File: config.mk
export PLATFORM = sky130hd
export DESIGN_NAME = fa_lru_tags
export DESIGN_NICKNAME = d
export VERILOG_FILES = /design/src/rtl/fa_lru_pkg.sv /design/src/rtl/fa_tag_match.sv /design/src/rtl/fa_lru_pick.sv /design/src/rtl/fa_fit_mask.sv /design/src/rtl/fa_lru_tags.sv
export SDC_FILE = /design/constraint.sdc
export NUM_CORES = 1
export LEC_CHECK = 0
export ABC_AREA = 1
export BUFFER_PORTS_ARGS = -buffer_cell sky130_fd_sc_hd__buf_4
export CAP_MARGIN = 20
export CORE_MARGIN = 4
export CORE_UTILIZATION = 42
export CTS_CLUSTER_DIAMETER = 80
export DETAILED_ROUTE_END_ITERATION = 10
export PLACE_DENSITY = 0.7
export RECOVER_POWER = 25
export SYNTH_ARGS = -nofsm -noshare
export SYNTH_HDL_FRONTEND = slang
export SYNTH_SLANG_ARGS = --single-unit
File: constraint.sdc
create_clock -name clk -period 3.59 [get_ports clk]
set_input_delay 0.718 -clock clk [delete_from_list [all_inputs] [get_ports clk]]
set_output_delay 0.718 -clock clk [all_outputs]
set_load 0.005 [all_outputs]
File: src/rtl/fa_lru_pkg.sv
`timescale 1ns/1ps
package fa_lru_pkg;
    typedef enum logic [2:0] {
        OP_LOOKUP = 3'd0,
        OP_PROBE  = 3'd1,
        OP_INSERT = 3'd2,
        OP_INVAL  = 3'd3,
        OP_VICTIM = 3'd4
    } op_e;
endpackage

File: src/rtl/fa_tag_match.sv
`timescale 1ns/1ps
module fa_tag_match #(
    parameter int unsigned ENTRIES = 8,
    parameter int unsigned ADDR_W  = 16,
    localparam int unsigned IDX_W  = $clog2(ENTRIES)
) (
    input  logic [ENTRIES-1:0]             valid,
    input  logic [ENTRIES-1:0]             secure,
    input  logic [ENTRIES-1:0][ADDR_W-1:0] tag,
    input  logic [ADDR_W-1:0]              key_addr,
    input  logic                           key_secure,
    output logic                           hit,
    output logic [IDX_W-1:0]               idx
);
    logic [ENTRIES-1:0] eq;

    for (genvar i = 0; i < ENTRIES; i++) begin : g_cmp
        assign eq[i] = valid[i] && (secure[i] == key_secure) && (tag[i] == key_addr);
    end

    always_comb begin
        idx = '0;
        for (int i = 0; i < ENTRIES; i++) begin
            if (eq[i]) idx = IDX_W'(i);
        end
    end

    assign hit = |eq;
endmodule

File: src/rtl/fa_lru_pick.sv
`timescale 1ns/1ps
module fa_lru_pick #(
    parameter int unsigned ENTRIES = 8,
    localparam int unsigned IDX_W  = $clog2(ENTRIES)
) (
    input  logic [ENTRIES-1:0][IDX_W-1:0] rank,
    output logic [IDX_W-1:0]              lru_idx
);
    always_comb begin
        lru_idx = '0;
        for (int i = 0; i < ENTRIES; i++) begin
            if (rank[i] == IDX_W'(ENTRIES - 1)) lru_idx = IDX_W'(i);
        end
    end
endmodule

File: src/rtl/fa_fit_mask.sv
`timescale 1ns/1ps
module fa_fit_mask #(
    parameter int unsigned ENTRIES    = 8,
    parameter int unsigned MIN_BLOCKS = 2,
    parameter int unsigned NUM_TRACK  = 2,
    parameter int unsigned MASK_W     = 8,
    localparam int unsigned IDX_W     = $clog2(ENTRIES)
) (
    input  logic [IDX_W-1:0]  rank,
    output logic [MASK_W-1:0] fit
);
    for (genvar k = 0; k < MASK_W; k++) begin : g_bit
        if (k < NUM_TRACK) begin : g_trk
            assign fit[k] = (32'(rank) < (MIN_BLOCKS << k));
        end else begin : g_off
            assign fit[k] = 1'b0;
        end
    end
endmodule

File: src/rtl/fa_lru_tags.sv
`timescale 1ns/1ps
module fa_lru_tags
    import fa_lru_pkg::*;
#(
    parameter int unsigned ENTRIES    = 8,
    parameter int unsigned MIN_BLOCKS = 2,
    parameter int unsigned ADDR_W     = 16,
    parameter int unsigned CNT_W      = 32,
    parameter int unsigned MASK_W     = 8,
    localparam int unsigned IDX_W     = $clog2(ENTRIES),
    localparam int unsigned NUM_TRACK = (ENTRIES > MIN_BLOCKS) ?
                                        ($clog2(ENTRIES) - $clog2(MIN_BLOCKS)) : 0,
    localparam int unsigned TRK_W     = (NUM_TRACK > 0) ? NUM_TRACK : 1
) (
    input  logic                     clk,
    input  logic                     rst_n,
    input  logic                     req_valid,
    input  logic [2:0]               req_op,
    input  logic [ADDR_W-1:0]        req_addr,
    input  logic                     req_secure,
    input  logic [IDX_W-1:0]         req_idx,
    output logic                     rsp_hit,
    output logic [IDX_W-1:0]         rsp_idx,
    output logic [MASK_W-1:0]        rsp_mask,
    output logic [CNT_W-1:0]         acc_cnt,
    output logic [TRK_W*CNT_W-1:0]   hit_cnt,
    output logic [TRK_W*CNT_W-1:0]   miss_cnt
);
    if (NUM_TRACK > MASK_W) begin : g_bad_cfg
        $error("tracked capacity count exceeds mask width");
    end

    typedef struct packed {
        logic [ENTRIES-1:0]             valid;
        logic [ENTRIES-1:0]             secure;
        logic [ENTRIES-1:0][ADDR_W-1:0] tag;
        logic [ENTRIES-1:0][IDX_W-1:0]  rank;
        logic [CNT_W-1:0]               acc;
        logic [TRK_W-1:0][CNT_W-1:0]    hits;
        logic [TRK_W-1:0][CNT_W-1:0]    misses;
    } state_t;

    state_t st_d, st_q;

    op_e                op;
    logic               match_hit;
    logic [IDX_W-1:0]   match_idx;
    logic [IDX_W-1:0]   lru_idx;
    logic [MASK_W-1:0]  fit;
    logic               prom, dem;
    logic [IDX_W-1:0]   tgt;

    logic [ENTRIES-1:0][IDX_W-1:0] rank_q;
    logic [ENTRIES-1:0]            valid_q;

    assign op      = op_e'(req_op);
    assign rank_q  = st_q.rank;
    assign valid_q = st_q.valid;

    fa_tag_match #(.ENTRIES(ENTRIES), .ADDR_W(ADDR_W)) u_match (
        .valid      (st_q.valid),
        .secure     (st_q.secure),
        .tag        (st_q.tag),
        .key_addr   (req_addr),
        .key_secure (req_secure),
        .hit        (match_hit),
        .idx        (match_idx)
    );

    fa_lru_pick #(.ENTRIES(ENTRIES)) u_pick (
        .rank    (st_q.rank),
        .lru_idx (lru_idx)
    );

    fa_fit_mask #(
        .ENTRIES(ENTRIES), .MIN_BLOCKS(MIN_BLOCKS),
        .NUM_TRACK(NUM_TRACK), .MASK_W(MASK_W)
    ) u_fit (
        .rank (st_q.rank[match_idx]),
        .fit  (fit)
    );

    function automatic logic [CNT_W-1:0] bump(input logic [CNT_W-1:0] v);
        return (&v) ? v : v + 1'b1;
    endfunction

    // Response path: combinational on the request cycle
    always_comb begin
        rsp_hit  = req_valid && (op == OP_LOOKUP || op == OP_PROBE) && match_hit;
        rsp_mask = rsp_hit ? fit : '0;
        if (op == OP_VICTIM)                       rsp_idx = lru_idx;
        else if (op == OP_LOOKUP || op == OP_PROBE) rsp_idx = match_idx;
        else                                        rsp_idx = req_idx;
    end

    // Next-state computation
    always_comb begin
        st_d = st_q;
        prom = 1'b0;
        dem  = 1'b0;
        tgt  = req_idx;
        if (req_valid) begin
            case (op)
                OP_LOOKUP: begin
                    st_d.acc = bump(st_q.acc);
                    for (int k = 0; k < NUM_TRACK; k++) begin
                        if (match_hit && fit[k]) st_d.hits[k]   = bump(st_q.hits[k]);
                        else                     st_d.misses[k] = bump(st_q.misses[k]);
                    end
                    prom = match_hit;
                    tgt  = match_idx;
                end
                OP_INSERT: begin
                    st_d.valid[req_idx]  = 1'b1;
                    st_d.secure[req_idx] = req_secure;
                    st_d.tag[req_idx]    = req_addr;
                    prom = 1'b1;
                end
                OP_INVAL: begin
                    st_d.valid[req_idx] = 1'b0;
                    dem = 1'b1;
                end
                default: ;
            endcase
        end
        for (int i = 0; i < ENTRIES; i++) begin
            if (prom) begin
                if (IDX_W'(i) == tgt)                  st_d.rank[i] = '0;
                else if (st_q.rank[i] < st_q.rank[tgt]) st_d.rank[i] = st_q.rank[i] + 1'b1;
            end else if (dem) begin
                if (IDX_W'(i) == tgt)                  st_d.rank[i] = IDX_W'(ENTRIES - 1);
                else if (st_q.rank[i] > st_q.rank[tgt]) st_d.rank[i] = st_q.rank[i] - 1'b1;
            end
        end
    end

    always_ff @(posedge clk or negedge rst_n) begin
        if (!rst_n) begin
            st_q <= '0;
            for (int i = 0; i < ENTRIES; i++) begin
                st_q.rank[i] <= IDX_W'(i);
            end
        end else begin
            st_q <= st_d;
        end
    end

    assign acc_cnt  = st_q.acc;
    assign hit_cnt  = st_q.hits;
    assign miss_cnt = st_q.misses;
endmodule

==> results.toml <==
[run_status]
run_status = "complete, but fails checks"
failed_checks = "max-capacitance violations, max-slew violations, negative setup slack"

[sta]
max_clock_freq_mhz = 273
setup-violations-final = 3
fin_crit_ps = 3670
hold_violations = 0
whs_ps = 491
slew_viol_final = 89
min_period_over_period = 1.02
grt_setup_unrepaired = "true"
fin_ws_ps = -79.3
worst_slew_pin_slew_ps = 2240
fin_skew_ps = 28.5
relSlewSlack = -0.496

[setup_path]
crit_chain = "buf_4 > inv_6 > buf_12 > nand2_1 > o21ai_1 > nor2_1 > nand3_2 > nor2_2 > nand3_2 > nand2_2 > buf_6 > nor2_4 > clkbuf_16 > a21oi_2 > nand3_1 > nand3_2 > nand2_4 > nor2_8 > nand2_4 > nor2_4 > buf_6"
required_ps = 2870
slowest_stage = "buf_4"
cp-end-kind = "output port"
r2r-start = "st_q[202]"
path_class = "in2out"
cp_max_fo = 6
cp_common_cell = "nand3_2"
crit_path_max_incr_delay_ps = 140
worstSetupStartpoint = "req_addr[10]"
crit_arrival_ps = 2950
start_kind = "primary input"

[power_and_ir_drop]
seq_power_share = 0.377
cellLeakagePower_uw = 0.0133
pwr-share-comb = 0.267
p_clk_frac = 0.356
p_int_uw = 8470
pwr_density_cell_nw_per_um2 = 480
p_switching_uw = 4070
swShare = 0.325
peakVddDrop_mv = 0.297

[routing]
drt_iter0_markers = 1415
wl_per_cell_um = 15.5
wl_um = 58700
vias = 18900
viasPerCell = 4.98
remaining_drc_errors = 0
drtPass1Iterations = 6
postRouteAntennaNets = 0

[flow_run]
max_cap_viol_count = 1

[grt]
grt_max_degree = 89
busiest_layer = "met2"
grt_util_all_layers = 0.214
antenna_found_initial = 0
grt_pass1_wl_um = 93000
gr-total-overflow = 0
grt_pass1_vias = 17800
grt_use_met3 = 0.0333
grtUsageMet1 = 0.295
met2_usage = 0.333

[synthesis]
synth_area_per_cell_um2 = 7.50
ys_types = 59
synth_edf_count = 0
synthFlopType = "dfrtp_1"
synth_cells = 2789
ys_seq_elements = 328
synthArstFlopShare = 1.00
ys_warn_count = 0
netlist_area_um2 = 20900
seq_area_frac_synth = 0.393

[floorplan]
rows = 81
start_util = 0.426
ios = 198
chipHeight_um = 231
die_x_um = 231
fp.dieArea_um2 = 53400
core_um2 = 49100

[clock_network]
cts_sinks = 328
clk_latency_ps = 570
cts_hold_buf = 0
clkTransAtPathRegs_ps = 60
root_buffer = "clkbuf_16"
cts_tree = "built"
cts_made_buffers = 41
cts-htree-levels = 2
cts_buffer_depth = 3

[final_layout]
drive_gt1_frac = 0.247
layout_common_cells = "nand2_1, buf_4, dfrtp_1, inv_1, nor2_1"
final_common_cell = "nand2_1"
antennaDiodeCount = 0
fillers = 4603
syn_to_final_growth_pct = 25.0
fin_nets = 3160
post-route-util = 0.533

[placed_design]
place_congestion = 0.955
io_buffers = 191
place_hpwl_um = 43600

[worst_hold_path]
hold_class = "in2reg"
hold_start = "req_addr[1]"
[layer usage]
layer,vias up,part of all wire
li1,9284,-
met2,595,0.45
met4,0,0.042
met5,-,0
met3,132,0.066
met1,8841,0.44
[stage by stage]
stage | std cells | setup TNS [ps] | area (um^2) | setup WS (ps) | total power [uW]
after global routing | 3787 | -2870 | 26200 | -194 | 13300
after detailed placement | 3693 | -44240 | 23900 | -632 | 7760
after floorplan | 2794 | 0 | 21000 | 12.3 | 6750
after CTS | 3773 | -150 | 25500 | -93.0 | 12300
final | 3787 | -174 | 26200 | -79.3 | 12500
after global placement | 3693 | -43420 | 23900 | -632 | 7720
[power groups by stage]
stage	Sequential [uW]	Clock (uW)	Combinational [uW]
floorplan	4560	0	2190
global placement	4740	0	2980
detailed placement	4730	0	3030
CTS	4680	4590	3060
global route	4780	4740	3810
finish	4720	4470	3350
[repair_timing]
action                                  4_1_cts  5_1_grt
cloned                                        0        2
resized for setup                            31      138
pin swaps                                     8       55
endpoints found under the setup margin       29       60
setup buffers                                 4       13
[worst paths after layout]
kind / to / slack, ps / cells past startpoint
setup / recovery: rsp_mask[0] / -80 / 21
hold / removal: st_q[217] / 490 / 3
setup reg to reg: rank_q[16] / 70 / 28
hold reg to reg: acc_cnt[31] / 490 / 1
max in group asynchronous: st_q[213] / 690 / 2
min in group asynchronous: miss_cnt[49] / 830 / 1
[layout make-up]
type | instances | area (um^2) | area share
Clock buffer | 61 | 1220 | 0.0468
Timing Repair Buffer | 485 | 3890 | 0.149
Timing Repair inverter | 1 | 6.26 | 0.000239
Multi-Input combinational cell | 1891 | 10400 | 0.398
Inverter | 342 | 1330 | 0.0510
Clock inverter | 15 | 245 | 0.00938
Sequential cell | 328 | 8220 | 0.314
Tap cell | 664 | 831 | 0.0318
[sequential cells by signal (all words and copies together) (netlist names), named ones only]
signal / cells
st_q: 136
hit_cnt: 64
miss_cnt: 64
acc_cnt: 32
rank_q: 24
[cell usage after synthesis, drive strengths merged, types with 44 or more instances]
cell / number / area [um^2]
buf: 200 / 1500
dfrtp: 316 / 7910
ha: 44 / 551
inv: 341 / 1280
nand2: 782 / 2990
nand3: 158 / 858
nand4: 84 / 544
nor2: 265 / 1140
nor3: 66 / 355
o21ai: 193 / 970
xnor2: 85 / 744
xor2: 101 / 885
[worst max-delay path: cells and delay by family]
kind | cells | cell delay (ps)
compound gates | 2 | 220
buf+inv | 6 | 680
simple gates | 13 | 1300
[kinds of logic (layout without fill, tap and decap cells)]
kind of cell | Yosys count | in the layout | synth area share
and+or+nand+nor | 1408 | 1408 | 0.300
buffers and inverters | 575 | 904 | 0.139
DFF | 328 | 328 | 0.393
AOI/OAI and AO/OA | 246 | 246 | 0.0632
xor gates and xnor gates | 186 | 186 | 0.0779
adders and majority gates | 44 | 44 | 0.0263
other | 1 | 6 | 0.000179
muxes | 1 | 1 | 0.000538
Note: power is estimated with default switching activity, not from simulation.
